==> config.mk <==
export PLATFORM = sky130hd
export DESIGN_NAME = pulse_src_sel
export DESIGN_NICKNAME = d
export VERILOG_FILES = /design/src/rtl/pulse_src_pkg.sv /design/src/rtl/pulse_src_pick.sv /design/src/rtl/pulse_src_chan.sv /design/src/rtl/pulse_src_hold.sv /design/src/rtl/pulse_src_sel.sv
export SDC_FILE = /design/constraint.sdc
export NUM_CORES = 1
export LEC_CHECK = 0
export BUFFER_PORTS_ARGS = -buffer_cell sky130_fd_sc_hd__buf_2
export CAP_MARGIN = 20
export CORE_AREA = 2 2 180 182
export DETAILED_ROUTE_END_ITERATION = 7
export DIE_AREA = 0 0 182 184
export HOLD_SLACK_MARGIN = 0.08
export SYNTH_ARGS = -nofsm -noshare
export SYNTH_HDL_FRONTEND = slang
export SYNTH_SLANG_ARGS = --single-unit
==> constraint.sdc <==
create_clock -name clk_i -period 1.3 [get_ports clk_i]
set_clock_uncertainty 0.2 [all_clocks]
set_input_delay 0.065 -clock clk_i [delete_from_list [all_inputs] [get_ports clk_i]]
set_output_delay 0.065 -clock clk_i [all_outputs]
set_load 0.03 [all_outputs]
==> src/rtl/pulse_src_pkg.sv <==
package pulse_src_pkg;
  typedef enum logic [1:0] {
    EQ_PICK0 = 2'd0,
    EQ_PICK1 = 2'd1,
    EQ_SUM   = 2'd2,
    EQ_PICK3 = 2'd3
  } eq_mode_e;

  localparam int unsigned NUM_CH = 2;  // real, reactive
endpackage

==> src/rtl/pulse_src_pick.sv <==
module pulse_src_pick #(
  parameter int SQ_W = 32
) (
  input  logic [SQ_W-1:0] isq0_i,
  input  logic [SQ_W-1:0] isq1_i,
  output logic            pick1_o
);
  // ties stay on element 0
  always_comb pick1_o = isq1_i > isq0_i;
endmodule

==> src/rtl/pulse_src_chan.sv <==
module pulse_src_chan #(
  parameter int SUM_W = 32,
  localparam int OUT_W = SUM_W + 1
) (
  input  logic [SUM_W-1:0] e0_i,
  input  logic [SUM_W-1:0] e1_i,
  input  logic             sum_mode_i,
  input  logic             pick1_i,
  output logic [OUT_W-1:0] val_o
);
  logic [OUT_W-1:0] e0_x, e1_x;

  always_comb begin
    e0_x = {e0_i[SUM_W-1], e0_i};
    e1_x = {e1_i[SUM_W-1], e1_i};
    if (sum_mode_i)   val_o = e0_x + e1_x;
    else if (pick1_i) val_o = e1_x;
    else              val_o = e0_x;
  end
endmodule

==> src/rtl/pulse_src_hold.sv <==
module pulse_src_hold #(
  parameter int W = 8
) (
  input  logic         clk_i,
  input  logic         rst_ni,
  input  logic         load_i,
  input  logic [W-1:0] d_i,
  output logic [W-1:0] q_o
);
  always_ff @(posedge clk_i or negedge rst_ni) begin
    if (!rst_ni)     q_o <= '0;
    else if (load_i) q_o <= d_i;
  end

  AST_HOLD_STABLE: assert property (@(posedge clk_i) disable iff (!rst_ni)
    !load_i |=> $stable(q_o));

  AST_LOAD_CAPTURE: assert property (@(posedge clk_i) disable iff (!rst_ni)
    load_i |=> q_o == $past(d_i));
endmodule

==> src/rtl/pulse_src_sel.sv <==
module pulse_src_sel
  import pulse_src_pkg::*;
#(
  parameter int SUM_W = 32,
  parameter int SQ_W  = 32,
  localparam int OUT_W = SUM_W + 1
) (
  input  logic             clk_i,
  input  logic             rst_ni,
  input  logic             interval_done_i,
  input  logic             ext_ctrl_i,
  input  logic [1:0]       eq_mode_i,
  input  logic             creep_halt_i,
  input  logic [SUM_W-1:0] real0_i,
  input  logic [SUM_W-1:0] real1_i,
  input  logic [SUM_W-1:0] react0_i,
  input  logic [SUM_W-1:0] react1_i,
  input  logic [SQ_W-1:0]  isq0_i,
  input  logic [SQ_W-1:0]  isq1_i,
  input  logic [OUT_W-1:0] mpu_real_i,
  input  logic [OUT_W-1:0] mpu_react_i,
  input  logic [OUT_W-1:0] mpu_aux_a_i,
  input  logic [OUT_W-1:0] mpu_aux_b_i,
  output logic [OUT_W-1:0] real_o,
  output logic [OUT_W-1:0] react_o,
  output logic [OUT_W-1:0] aux_a_o,
  output logic [OUT_W-1:0] aux_b_o
);
  localparam int NUM_OUT = 4;
  localparam int HOLD_W  = NUM_OUT * OUT_W;

  eq_mode_e eq_mode;
  logic     sum_mode;
  logic     pick1;

  logic [NUM_CH-1:0][SUM_W-1:0] e0_arr, e1_arr;
  logic [NUM_CH-1:0][OUT_W-1:0] int_val;
  logic [NUM_CH-1:0][OUT_W-1:0] mpu_main;
  logic [NUM_OUT-1:0][OUT_W-1:0] next_val, held_val;

  always_comb begin
    eq_mode  = eq_mode_e'(eq_mode_i);
    sum_mode = (eq_mode == EQ_SUM);
    e0_arr   = {react0_i, real0_i};
    e1_arr   = {react1_i, real1_i};
    mpu_main = {mpu_react_i, mpu_real_i};
  end

  pulse_src_pick #(.SQ_W(SQ_W)) u_pick (
    .isq0_i  (isq0_i),
    .isq1_i  (isq1_i),
    .pick1_o (pick1)
  );

  for (genvar ch = 0; ch < NUM_CH; ch++) begin : g_chan
    pulse_src_chan #(.SUM_W(SUM_W)) u_chan (
      .e0_i       (e0_arr[ch]),
      .e1_i       (e1_arr[ch]),
      .sum_mode_i (sum_mode),
      .pick1_i    (pick1),
      .val_o      (int_val[ch])
    );
  end

  always_comb begin
    for (int ch = 0; ch < NUM_CH; ch++)
      next_val[ch] = ext_ctrl_i ? mpu_main[ch] : int_val[ch];
    next_val[2] = ext_ctrl_i ? mpu_aux_a_i : '0;
    next_val[3] = ext_ctrl_i ? mpu_aux_b_i : '0;
  end

  pulse_src_hold #(.W(HOLD_W)) u_hold (
    .clk_i  (clk_i),
    .rst_ni (rst_ni),
    .load_i (interval_done_i),
    .d_i    (next_val),
    .q_o    (held_val)
  );

  // creep halt gates outputs only; held state survives
  always_comb begin
    real_o  = creep_halt_i ? '0 : held_val[0];
    react_o = creep_halt_i ? '0 : held_val[1];
    aux_a_o = creep_halt_i ? '0 : held_val[2];
    aux_b_o = creep_halt_i ? '0 : held_val[3];
  end

  AST_EXT_REAL: assert property (@(posedge clk_i) disable iff (!rst_ni)
    (interval_done_i && ext_ctrl_i) |=>
      (creep_halt_i || real_o == $past(mpu_real_i)));

  AST_AUX_INT_ZERO: assert property (@(posedge clk_i) disable iff (!rst_ni)
    (interval_done_i && !ext_ctrl_i) |=> (aux_a_o == '0 && aux_b_o == '0));

  AST_SUM_WIDE: assert property (@(posedge clk_i) disable iff (!rst_ni)
    (interval_done_i && !ext_ctrl_i && eq_mode_i == 2'd2) |=>
      (creep_halt_i || $signed(real_o) ==
        $signed({$past(real0_i[SUM_W-1]), $past(real0_i)}) +
        $signed({$past(real1_i[SUM_W-1]), $past(real1_i)})));

  AST_TIE_ELEM0: assert property (@(posedge clk_i) disable iff (!rst_ni)
    (interval_done_i && !ext_ctrl_i && eq_mode_i != 2'd2 && isq0_i == isq1_i) |=>
      (creep_halt_i || real_o == {$past(real0_i[SUM_W-1]), $past(real0_i)}));

  AST_CREEP_ZERO: assert property (@(posedge clk_i) disable iff (!rst_ni)
    creep_halt_i |-> (real_o == '0 && react_o == '0 &&
                      aux_a_o == '0 && aux_b_o == '0));
endmodule

Yosys cells after proc, flatten, opt, wreduce, memory -nomap -nowiden:

Cells that the tools add are included.

* add/subtract/negate cells: 2
* magnitude comparators: 1
* equality and inequality tests: 1
* multiplexer cells: 12

Operators by type and width (number)
* 2-to-1 mux 33 bit: 12
* adder 32 x 32 -> 33 bit: 2
* > comparator 32 bit: 1
* equality test 2 bit (second input constant): 1

* flip-flop bits (word level): 132
* output and inout bits: 132
* word-level logic and storage cells: 17

Depth between registers and ports, before layout:

Gate-level depths: netlist of the first run.

* depth in word-level cells: 4
* depth in mapped cells: 13

Hierarchy:

From an unflattened synthesis of the first run, not the netlist that was laid out.

* cell total of the unflattened synthesis: 1437
* area, all modules: 13231.4 µm²

By module, submodules not included
* pulse_src_hold: instances 1, cells an instance 279, area an instance 5231.3 µm²
* pulse_src_chan: instances 2, cells an instance 376, area an instance 2498.6 µm²
* pulse_src_sel: instances 1, cells an instance 294, area an instance 2197.1 µm²
* pulse_src_pick: instances 1, cells an instance 112, area an instance 805.8 µm²

Worst setup path after synthesis of the first run:

OpenSTA, ideal clock, no wires.

* path kind: in2reg
* from: in react0_i[0]
* to: reg u_hold.q_o[65]
* arrival time: 2.343 ns
* path slack: -1.337 ns
* stages on the path: 11
* path through: ha_1 fa_1 a21oi_1 o211ai_1 a21oi_1 nor2_1 a21oi_4 o21a_4 o31ai_2 a2111o_1 a221oi_2

* word-level cells in the longest chain between the ends: 3

Ends and longest elaborated chain
* start: declaration: line pulse_src_sel.sv:16 `input logic [SUM_W-1:0] react0_i,`
* adder 32 x 32 -> 33 bit: line pulse_src_chan.sv:16 `if (sum_mode_i) val_o = e0_x + e1_x;`
* 2-to-1 mux 33 bit: line pulse_src_chan.sv:16
* 2-to-1 mux 33 bit: line pulse_src_sel.sv:67 `next_val[ch] = ext_ctrl_i ? mpu_main[ch] : int_val[ch];`
* end signal: assignment: line pulse_src_hold.sv:12 `else if (load_i) q_o <= d_i;`
* end: declaration: line pulse_src_hold.sv:8 `output logic [W-1:0] q_o`

No other way between the ends.
A chain may end at the register's enable or synchronous reset.

Worst setup path after layout of the first run:

* from: in isq0_i[28]
* to: reg u_hold.q_o[9]

* word-level cells in the longest chain between the ends: 4

Ends and longest elaborated chain
* start: declaration: line pulse_src_sel.sv:18 `input logic [SQ_W-1:0] isq0_i,`
* > comparator 32 bit: line pulse_src_pick.sv:9 `always_comb pick1_o = isq1_i > isq0_i;`
* 2-to-1 mux 33 bit: line pulse_src_chan.sv:17 `else if (pick1_i) val_o = e1_x;`
* 2-to-1 mux 33 bit: line pulse_src_chan.sv:16
* 2-to-1 mux 33 bit: line pulse_src_sel.sv:67

No other way between the ends.

==> qor.json, run 1 <==
{
  "sink_count": 132,
  "final_hold_slack_ns": -0.169,
  "drcViolationCount": 0,
  "path_buf_inv": 5,
  "final_nets": 2923,
  "mappedNetlistArea_um2": 11600,
  "crit_path_top_delay_cell": "sky130_fd_sc_hd__o22ai_4",
  "post-route-min-period_ns": 2.47,
  "synth-edff-count": 0,
  "largestRegisters": "u_hold.q_o (132)",
  "synth_top_area_share_pct": 28.5,
  "power.static_leakage_nw": 10.9,
  "max_slew.worst_pin.slew_ns": 0.461,
  "drt-pass1-iter-count": 5,
  "final_cycle_share_pct": 190,
  "final_util_pct": 72.8,
  "clkSlewWorstSetupHoldPaths_ns": 0.08,
  "port-buffer-count": 462,
  "place.detailed.instances": 2526,
  "achievable_freq_mhz": 404,
  "netlist_instances": 1519,
  "postSynth.asyncResetShare_pct": 100,
  "report.final.hold_viol_count": 28,
  "insertion_delay_ns": 0.43,
  "chipHeight_um": 184,
  "ctsHtreeMaxLevel": 4,
  "timing_worst_setup_path_type": "input port to flop",
  "critical_path.top_delay_family": "compound AO/OA/AOI/OAI gates",
  "drive_above_1_share_pct": 46.5,
  "maxCapViolCount": 0,
  "detailedRoute.firstIterationViolations": 953,
  "grt_setup_unrepaired": "yes",
  "synth.ff_latch_count": 132,
  "grt_pass1_vias": 15600,
  "netlist_top_cells_area": "sky130_fd_sc_hd__dfrtp_1, sky130_fd_sc_hd__ha_1, sky130_fd_sc_hd__a21oi_1",
  "initial_standard_cell_utilization_of_the_core_pct": 36.9,
  "areal_power_density_over_the_cells_nw_per_um2": 822,
  "rrSetupSlack_ns": -0.08,
  "number_of_antenna_violations_at_the_first_check_in_global_routing": 15,
  "final_gp_congestion": 0.954,
  "drt.antenna.violating_nets": 0,
  "worst_ep_arrival_time_ns": 2.56,
  "floorplan_row_count": 65,
  "netlist.top_cell.by_area": "sky130_fd_sc_hd__dfrtp_1",
  "area.growth.synth_to_final_pct": 97.3,
  "critPathLaunchType": "input port",
  "setup_viol_count_final": 215,
  "synth.cells.most_frequent": "sky130_fd_sc_hd__nor2_1, sky130_fd_sc_hd__a21oi_1, sky130_fd_sc_hd__dfrtp_1, sky130_fd_sc_hd__inv_1, sky130_fd_sc_hd__nand3_1",
  "timing.hold.worst.class": "input port to flop",
  "top_layer": "met5",
  "worst_ir_drop_vdd_uv": 967,
  "cts_made_buffers": 17,
  "ys_dominant_reg_cell": "sky130_fd_sc_hd__dfrtp_1",
  "finish.cell_count_without_fillers": 2919,
  "least_setup_slack_across_all_paths_after_layout_ns": -1.17,
  "dieWidth_um": 182,
  "critPathRequiredTime_ns": 1.39,
  "pin_count": 463,
  "clock_tree_from_tritoncts": "built",
  "timing.critical_path.fanout_max": 11,
  "outcome": "finished, violations left",
  "max_ffs_per_register": 132,
  "grt_first_pass_wirelength_um": 78900,
  "critical_path.max_stage_delay_ns": 0.30,
  "largest-register": "u_hold.q_o",
  "finish.instance_area_um2": 22900,
  "groute.usage.overall_pct": 29.7,
  "ys_warn_count": 0,
  "clock_tree.buffer_depth": 2,
  "violations": "negative hold slack, negative setup slack",
  "wl_um": 56900,
  "routed-wl-met3_um": 3800,
  "syn-mean-instance-area_um2": 7.62,
  "setup_tns_ns": -71.61,
  "cts.root.buffer_cell": "sky130_fd_sc_hd__clkbuf_16",
  "met2RoutedLength_um": 28300,
  "count_of_different_cell_masters_after_synthesis": 67,
  "post-dp-hpwl_um": 35300,
  "fp.dieArea_um2": 33500,
  "synth_most_common_cell": "sky130_fd_sc_hd__nor2_1",
  "wl_per_cell_um": 19.5,
  "synth_seq_area_share_pct": 28.5,
  "grt_overflow": 0,
  "detail_route.vias_per_cell": 5.44,
  "core-area_um2": 31400,
  "worstPathCellList": "buf_6, inv_4, ha_4, nand4_1, buf_4, nor3_2, a211oi_2, nand3_2, o22ai_4, buf_12, buf_12, mux2i_1, a211oi_2, a21oi_1, a21oi_1",
  "vias": 15900,
  "crit_path_end_kind": "flop",
  "routedLengthMet1_um": 21800,
  "timing.max_slew.rel_slack_pct": 69.3,
  "synth_fp_nets": 1948,
  "maximum_number_of_pins_on_one_net_before_global_route_repair": 72,
  "placement.cell_area_um2": 16500,
  "timing_max_transition_violations_final": 0
}
path summary, 6_finish.rpt:
check,start,depth (start not counted),to
hold / removal,react1_i[16],5,u_hold.q_o[49]
min in group asynchronous,rst_ni,2,u_hold.q_o[107]
max in group asynchronous,rst_ni,3,u_hold.q_o[54]
setup / recovery,isq0_i[28],15,u_hold.q_o[9]
setup reg to reg,u_hold.q_o[17],5,u_hold.q_o[17]
hold reg to reg,u_hold.q_o[57],2,u_hold.q_o[57]
layout by cell type, fill, tap and decap left out, types with 11 or more instances in the layout:
master                          netlist  layout
sky130_fd_sc_hd__o21ai_1             31      27
sky130_fd_sc_hd__buf_4                3     322
sky130_fd_sc_hd__xnor2_1             23      22
sky130_fd_sc_hd__nor2_2               0      26
sky130_fd_sc_hd__clkbuf_16            0      20
sky130_fd_sc_hd__nand3_1            106      99
sky130_fd_sc_hd__mux2i_1             60      51
sky130_fd_sc_hd__a31oi_1             25      22
sky130_fd_sc_hd__nor2b_1             76      26
sky130_fd_sc_hd__nand4_1             16      16
sky130_fd_sc_hd__inv_1              114      35
sky130_fd_sc_hd__ha_4                 0      34
sky130_fd_sc_hd__buf_12               0      22
sky130_fd_sc_hd__nor2_4               0      28
sky130_fd_sc_hd__inv_2                0      71
sky130_fd_sc_hd__nor2b_4              0      50
sky130_fd_sc_hd__xor2_1              21      21
sky130_fd_sc_hd__ha_1                96      62
sky130_fd_sc_hd__dlygate4sd3_1        0     254
sky130_fd_sc_hd__a21o_1              26      26
sky130_fd_sc_hd__buf_2                4     299
sky130_fd_sc_hd__a211oi_1            30      14
sky130_fd_sc_hd__nand2_1             80      79
sky130_fd_sc_hd__nor2_1             182     128
sky130_fd_sc_hd__dfrtp_1            132     132
sky130_fd_sc_hd__a211oi_2             0      13
sky130_fd_sc_hd__nor3_1              23      19
sky130_fd_sc_hd__buf_8                0      11
sky130_fd_sc_hd__a21oi_2              1      22
sky130_fd_sc_hd__a21oi_1            147     121
sky130_fd_sc_hd__buf_6                0     140
sky130_fd_sc_hd__o21ai_0            101      95
worst register-to-register path, delay by kind of cell, from the launching register on:
| kind | cells | cell delay, ns |
|---|---|---|
| AOI/OAI and AO/OA | 2 | 0.28 |
| DFF | 1 | 0.41 |
| buffers and inverters | 3 | 0.38 |
logic make-up after synthesis:
logic type / Yosys count / share of synthesized area (%)
and+or+nand+nor: 519 / 21.1
xor gates and xnor gates: 44 / 3.33
buffers and inverters: 214 / 7.08
muxes: 66 / 5.77
AOI/OAI and AO/OA: 446 / 23.5
adders and majority gates: 98 / 10.7
DFF: 132 / 28.5
per-layer routing:
metal / vias to the layer above / GRT usage, %
met5: - / 0
met1: 7584 / 33.8
met2: 759 / 53.2
met4: 10 / 14.5
met3: 218 / 5.88
li1: 7315 / -
power breakdown:
part           total, mW  internal [mW]  switching (mW)
sequential          4.77           4.54           0.228
combinational       9.22           4.72            4.50
clock               4.80           2.65            2.15
layout make-up:
cell class	instances	area, um2
clock inverters	14	129
multi-input cells	1173	9180
clock buffers	18	429
diodes	10	25.0
flip-flops and latches	132	3300
repair buffers	1056	8840
fillers	2105	8540
inverters	114	453
well taps	402	503
metrics by stage:
step	worst slack (ns)	total power [mW]
2_1_floorplan	-1.15	8.55
3_3_place_gp	-1.57	11.1
3_5_place_dp	-1.66	11.2
4_1_cts	-0.926	17.7
5_1_grt	-1.35	19.6
6_report	-1.17	18.8
what timing repair did:
| action | 4_1_cts | 5_1_grt |
|---|---|---|
| gates cloned | 3 | 3 |
| resized for setup | 382 | 292 |
| endpoints found under the hold margin | 264 | 63 |
| setup endpoints to repair | 198 | 264 |
| setup buffers | 43 | 48 |
| hold buffers | 241 | 15 |
| pin swaps | 64 | 59 |
Power figures use the tool's default switching activity.
==> run 2, diff against run 1 <==
Settings changed: CORE_AREA 2 2 180 182 to 2 2 179 181, DIE_AREA 0 0 182 184 to 0 0 181 183, PLACE_DENSITY set to 0.66.
Clock period 1.3 ns to 2.21 ns, I/O delays scaled along.
==> run 2 against run 1 <==
  * Sequential power fell by 42%
  * The flow still finishes with violations (negative hold slack, negative setup slack)
  * First-iteration DRC count fell by 20%
  * Largest cell class unchanged
  * Utilization shrank 8.2 points
  * Non-clock buffer count is 136 lower
  * Clock-buffer cell count is 1 higher
==> qor.json, run 2 (synthesized netlist as in run 1, its figures left out) <==
{
  "grt_overflow": 0,
  "floorplan_row_count": 65,
  "final_hold_slack_ns": -0.0961,
  "fp.dieArea_um2": 33100,
  "number_of_antenna_violations_at_the_first_check_in_global_routing": 11,
  "critical_path.max_stage_delay_ns": 0.31,
  "area.growth.synth_to_final_pct": 74.1,
  "wl_um": 50900,
  "grt_pass1_vias": 15200,
  "critPathLaunchType": "input port",
  "port-buffer-count": 462,
  "post-route-min-period_ns": 2.43,
  "worstPathCellList": "buf_2, inv_1, ha_4, nand3_4, nor4_4, nand4_1, buf_4, o22ai_4, buf_12, buf_4, mux2i_1, a211oi_2, a21oi_1, a21oi_1",
  "final_util_pct": 64.6,
  "timing.hold.worst.class": "input port to flop",
  "timing.rr.end": "u_hold.q_o[21]",
  "hold_end": "u_hold.q_o[58]",
  "final_nets": 2787,
  "drt-pass1-iter-count": 5,
  "maximum_number_of_pins_on_one_net_before_global_route_repair": 153,
  "timing_worst_setup_path_type": "input port to flop",
  "post-dp-hpwl_um": 34200,
  "groute.usage.overall_pct": 29.2,
  "hp-start": "react1_i[25]",
  "clkSlewWorstSetupHoldPaths_ns": 0.07,
  "critical_path.top_delay_family": "buffers and inverters",
  "clock_tree.buffer_depth": 2,
  "dieWidth_um": 181,
  "core-area_um2": 31200,
  "wl_per_cell_um": 18.3,
  "finish.cell_count_without_fillers": 2782,
  "place.detailed.instances": 2466,
  "p_sw_mw": 3.69,
  "cts_made_buffers": 17,
  "clkPwrFrac_pct": 31.4,
  "worst_ep_arrival_time_ns": 2.54,
  "cts.root.buffer_cell": "sky130_fd_sc_hd__clkbuf_16",
  "layout.cells.most_common": "sky130_fd_sc_hd__buf_2",
  "final_gp_congestion": 0.960,
  "pin_count": 463,
  "drcViolationCount": 0,
  "vias": 14900,
  "insertion_delay_ns": 0.43,
  "crit-reg2reg-launch": "u_hold.q_o[21]",
  "worst_hold_path.num_cells": 5,
  "areal_power_density_over_the_cells_nw_per_um2": 527,
  "worstRegToRegCells": 4,
  "max_slew.worst_pin.slew_ns": 0.672,
  "grt_setup_unrepaired": "yes",
  "max_ffs_per_register": 132,
  "p_seq_share_pct": 26.0,
  "largest-register": "u_hold.q_o",
  "chipHeight_um": 183,
  "layout_common_cells": "sky130_fd_sc_hd__buf_2, sky130_fd_sc_hd__dlygate4sd3_1, sky130_fd_sc_hd__buf_4",
  "clock_tree_from_tritoncts": "built",
  "critPathRequiredTime_ns": 2.32,
  "rrSetupSlack_ns": 0.61,
  "setup_viol_count_final": 39,
  "grt_first_pass_wirelength_um": 77400,
  "internal_power_mw": 6.94,
  "final_cycle_share_pct": 110,
  "power.switching_fraction_pct": 34.7,
  "power.static_leakage_nw": 9.76,
  "drt.antenna.violating_nets": 0,
  "detail_route.vias_per_cell": 5.34,
  "drive_above_1_share_pct": 36.0,
  "outcome": "finished, violations left",
  "maxCapViolCount": 0,
  "least_setup_slack_across_all_paths_after_layout_ns": -0.219,
  "timing.max_slew.rel_slack_pct": 55.1,
  "crit_path_top_delay_cell": "sky130_fd_sc_hd__mux2i_1",
  "sink_count": 132,
  "worst_ir_drop_vdd_uv": 490,
  "largestRegisters": "u_hold.q_o (132)",
  "detailedRoute.firstIterationViolations": 759,
  "report.final.hold_viol_count": 1,
  "achievable_freq_mhz": 412,
  "ctsHtreeMaxLevel": 4,
  "initial_standard_cell_utilization_of_the_core_pct": 37.1,
  "crit_path_end_kind": "flop",
  "violations": "negative hold slack, negative setup slack",
  "combinational_cell_fraction_of_total_power_pct": 42.6,
  "timing.critical_path.fanout_max": 17,
  "timing_max_transition_violations_final": 0,
  "path_buf_inv": 5
}
## run 2: power by group through the flow
stage / Sequential (mW) / Clock, mW / Combinational (mW)
2_1_floorplan: 2.78 / 0 / 2.25
3_3_place_gp: 2.80 / 0 / 3.66
3_5_place_dp: 2.80 / 0 / 3.70
4_1_cts: 2.76 / 3.40 / 4.24
5_1_grt: 2.79 / 3.50 / 4.87
6_report: 2.77 / 3.34 / 4.53
## run 2: worst reg2reg max path, delay by kind of cell (launching register included)
family	cells	cell delay, ns
buffers and inverters	1	0.57
flip-flops	1	0.38
AO/OA/AOI/OAI	2	0.21
AND/OR/NAND/NOR	1	0.13
## run 2: stage by stage
| step | worst slack [ns] | hold slack (ns) | total power [mW] | cell area [um2] | TNS, ns |
|---|---|---|---|---|---|
| 2_1_floorplan | -0.287 | -0.385 | 5.02 | 12000 | -4.06 |
| 3_3_place_gp | -0.854 | -0.108 | 6.46 | 15900 | -42.22 |
| 6_report | -0.219 | -0.0961 | 10.6 | 20200 | -1.98 |
| 4_1_cts | -0.0406 | -0.143 | 10.4 | 19600 | -0.161 |
| 3_5_place_dp | -0.838 | -0.110 | 6.50 | 15900 | -41.50 |
| 5_1_grt | -0.465 | -0.104 | 11.2 | 20200 | -7.67 |
## run 2: worst max-delay path by stage
stage               cells past startpoint        start  slack, ns              to
floorplan                              11  react0_i[0]      -0.29  u_hold.q_o[65]
global placement                       15   isq0_i[15]      -0.85  u_hold.q_o[22]
detailed placement                     15   isq0_i[15]      -0.84  u_hold.q_o[22]
CTS                                    15   isq0_i[12]      -0.04  u_hold.q_o[20]
global route                           14   isq0_i[21]      -0.46   u_hold.q_o[0]
finish                                 14   isq0_i[25]      -0.22   u_hold.q_o[0]
## run 2: cell type report
class                           count  area (um2)
Multi-Input combinational cell   1173        8510
Timing Repair Buffer              920        6710
Fill cell                        2491       11100
Antenna cell                       10        25.0
Inverter                          114         450
Clock inverter                     12         228
Clock buffer                       19         443
Sequential cell                   132        3300
Tap cell                          402         503
## run 2: repair_timing
action	4_1_cts	5_1_grt
hold buffers	249	1
setup buffers	12	12
setup endpoints to repair	64	65
gates cloned	1	0
hold endpoints to repair	264	2
pin swaps	35	39
gates resized for setup	68	84
## run 2: layer usage
metal	track usage, %	share of wire, %	vias up
li1	-	-	7033
met1	33.0	39	6908
met2	49.9	48	707
met3	7.03	7.1	202
met4	18.3	6.2	4
met5	0	0.041	-
==> run 3, diff against run 2 <==
Settings changed: TNS_END_PERCENT set to 1.
==> run 3 against run 2 <==
  * The run still ends with negative hold slack, negative setup slack left
  * Worst setup slack lost 0.023 ns
  * Combinational power shrank 3%
  * Clock power shrank 16%
  * First-iteration DRC count grew 1.3%
  * Total power shrank 6.5%
  * Flip-flop and latch count is the same
  * Maximum frequency shrank 0.96%
  * Critical endpoint is now u_hold.q_o[46]
  * Largest cell class unchanged
  * Largest power group unchanged
  * Highest routed layer unchanged
==> qor.json, run 3 (synthesized netlist as in run 1, its figures left out) <==
{
  "outcome": "finished, violations left",
  "violations": "negative hold slack, negative setup slack",
  "finish.instance_area_um2": 19600,
  "initial_standard_cell_utilization_of_the_core_pct": 37.1,
  "final_cycle_share_pct": 111,
  "fp.dieArea_um2": 33100,
  "max_slew.worst_pin.slew_ns": 0.680,
  "p_sw_mw": 3.71,
  "rrSetupSlack_ns": 0.46,
  "multi_input_area_um2": 7960,
  "wl_per_cell_um": 18.3,
  "final_nets": 2802,
  "drt.antenna.violating_nets": 0,
  "critPathLaunchType": "input port",
  "worstRegToRegCells": 4,
  "post-dp-hpwl_um": 36100,
  "area.growth.synth_to_final_pct": 69.4,
  "fillerInstances": 2567,
  "insertion_delay_ns": 0.43,
  "combinational_cell_fraction_of_total_power_pct": 44.1,
  "timing.max_slew.rel_slack_pct": 54.6,
  "final_hold_slack_ns": -0.108,
  "worst_ep_arrival_time_ns": 2.56,
  "clkPwrFrac_pct": 28.0,
  "layout.cells.most_common": "sky130_fd_sc_hd__buf_2",
  "max_ffs_per_register": 132,
  "placement.cell_area_um2": 15700,
  "grt_pass1_vias": 15200,
  "sink_count": 132,
  "drive_above_1_share_pct": 33.4,
  "vias": 14900,
  "grt_first_pass_wirelength_um": 79200,
  "clock_tree_from_tritoncts": "built",
  "setup_tns_ns": -7.57,
  "worst_hold_path.num_cells": 5,
  "final_gp_congestion": 1.01,
  "report.final.hold_viol_count": 3,
  "largestRegisters": "u_hold.q_o (132)",
  "maxCapViolCount": 0,
  "timing_worst_setup_path_type": "input port to flop",
  "drt-pass1-iter-count": 5,
  "groute.usage.overall_pct": 30.3,
  "place.detailed.instances": 2481,
  "largest-register": "u_hold.q_o",
  "port-buffer-count": 462,
  "finish.cell_count_without_fillers": 2792,
  "maximum_number_of_pins_on_one_net_before_global_route_repair": 75,
  "detail_route.vias_per_cell": 5.35,
  "dieWidth_um": 181,
  "grt_setup_unrepaired": "yes",
  "drcViolationCount": 0,
  "crit_path_end_kind": "flop",
  "timing.critical_path.fanout_max": 7,
  "power.static_leakage_nw": 9.72,
  "internal_power_mw": 6.23,
  "post-route-min-period_ns": 2.45,
  "achievable_freq_mhz": 408,
  "grt_overflow": 0,
  "worst_ir_drop_vdd_uv": 476,
  "floorplan_row_count": 65,
  "timing.hold.worst.class": "input port to flop",
  "timing_max_transition_violations_final": 0,
  "wl_um": 51200,
  "chipHeight_um": 183,
  "clock_tree.buffer_depth": 2,
  "setup_viol_count_final": 64,
  "seqCellArea_um2": 3300,
  "layout_common_cells": "sky130_fd_sc_hd__buf_2, sky130_fd_sc_hd__dlygate4sd3_1, sky130_fd_sc_hd__buf_4",
  "clkSlewWorstSetupHoldPaths_ns": 0.07,
  "pin_count": 463,
  "least_setup_slack_across_all_paths_after_layout_ns": -0.242,
  "core-area_um2": 31200,
  "power.switching_fraction_pct": 37.3,
  "cts.root.buffer_cell": "sky130_fd_sc_hd__clkbuf_16",
  "p_seq_share_pct": 27.9,
  "critPathRequiredTime_ns": 2.32,
  "areal_power_density_over_the_cells_nw_per_um2": 507,
  "cts_made_buffers": 17,
  "detailedRoute.firstIterationViolations": 769,
  "number_of_antenna_violations_at_the_first_check_in_global_routing": 13,
  "ctsHtreeMaxLevel": 4
}
run 3: changes by cell type in the layout (fill, tap and decap cells not counted), sizes merged:
cell         previous run  this run
dlygate4sd3           250       260
inv                   115       123
bufinv                  6         0
diode                  10         4
buf                   670       674
clkbuf                 19        17
bufbuf                  0         1
clkinvlp                1         2
run 3: repair_timing:
action,CTS,global route
hold endpoints to repair,264,6
gates cloned,3,0
setup endpoints to repair,66,66
pin swaps,74,18
hold buffers,257,3
setup buffers,12,0
resized for setup,73,31
run 3: power by group through the flow:
stage / Clock [mW] / Sequential, mW / Combinational [mW]
5_1_grt: 2.96 / 2.80 / 4.73
2_1_floorplan: 0 / 2.78 / 2.15
3_5_place_dp: 0 / 2.81 / 3.65
4_1_cts: 2.84 / 2.77 / 4.24
6_report: 2.79 / 2.77 / 4.38
3_3_place_gp: 0 / 2.81 / 3.61
run 3: worst paths after layout:
kind | start | to
worst max-delay path | isq0_i[30] | u_hold.q_o[46]
worst min-delay path | react1_i[16] | u_hold.q_o[49]
worst max register to register | u_hold.q_o[29] | u_hold.q_o[29]
worst min register to register | u_hold.q_o[57] | u_hold.q_o[57]
max in group asynchronous | rst_ni | u_hold.q_o[84]
min in group asynchronous | rst_ni | u_hold.q_o[7]
run 3: worst max-delay path, stage by stage:
cell and delay (ns):
sky130_fd_sc_hd__buf_8 0.07, sky130_fd_sc_hd__inv_4 0.03, sky130_fd_sc_hd__ha_4 0.25, sky130_fd_sc_hd__nand4_1 0.18
sky130_fd_sc_hd__nor4_4 0.27, sky130_fd_sc_hd__nand4_1 0.17, sky130_fd_sc_hd__buf_4 0.18, sky130_fd_sc_hd__a31oi_4 0.16
sky130_fd_sc_hd__o22ai_4 0.11, sky130_fd_sc_hd__buf_12 0.16, sky130_fd_sc_hd__buf_12 0.14, sky130_fd_sc_hd__buf_16 0.13
sky130_fd_sc_hd__mux2i_2 0.22, sky130_fd_sc_hd__a211oi_2 0.11, sky130_fd_sc_hd__a21oi_1 0.17, sky130_fd_sc_hd__a21oi_1 0.09
run 3: area by class of cell:
class	count	share of cell area (%)
diodes	4	0.0510
clock buffers	17	2.17
inverters	114	2.19
multi-input cells	1173	40.6
well taps	402	2.56
repair buffers	935	34.9
clock inverters	15	0.689
flip-flops and latches	132	16.8
run 3: layer usage:
metal,part of all wire (%),GRT usage [%],up-vias,routed length (um)
met2,49,54.1,720,25200
met3,7.1,7.51,201,3620
met1,38,32.7,6934,19300
li1,-,-,7071,-
met5,0.22,0,-,111
met4,5.7,17.3,18,2920
run 3: per-stage QoR:
step | setup slack (ns) | power [mW] | hold WS (ns) | util [%]
2_1_floorplan | -0.288 | 4.93 | -0.385 | -
3_3_place_gp | -0.787 | 6.42 | -0.0980 | 50.4
3_5_place_dp | -0.792 | 6.46 | -0.101 | 50.4
4_1_cts | -0.135 | 9.86 | -0.140 | 62.3
5_1_grt | -0.328 | 10.5 | -0.0712 | 62.8
6_report | -0.242 | 9.95 | -0.108 | 62.8
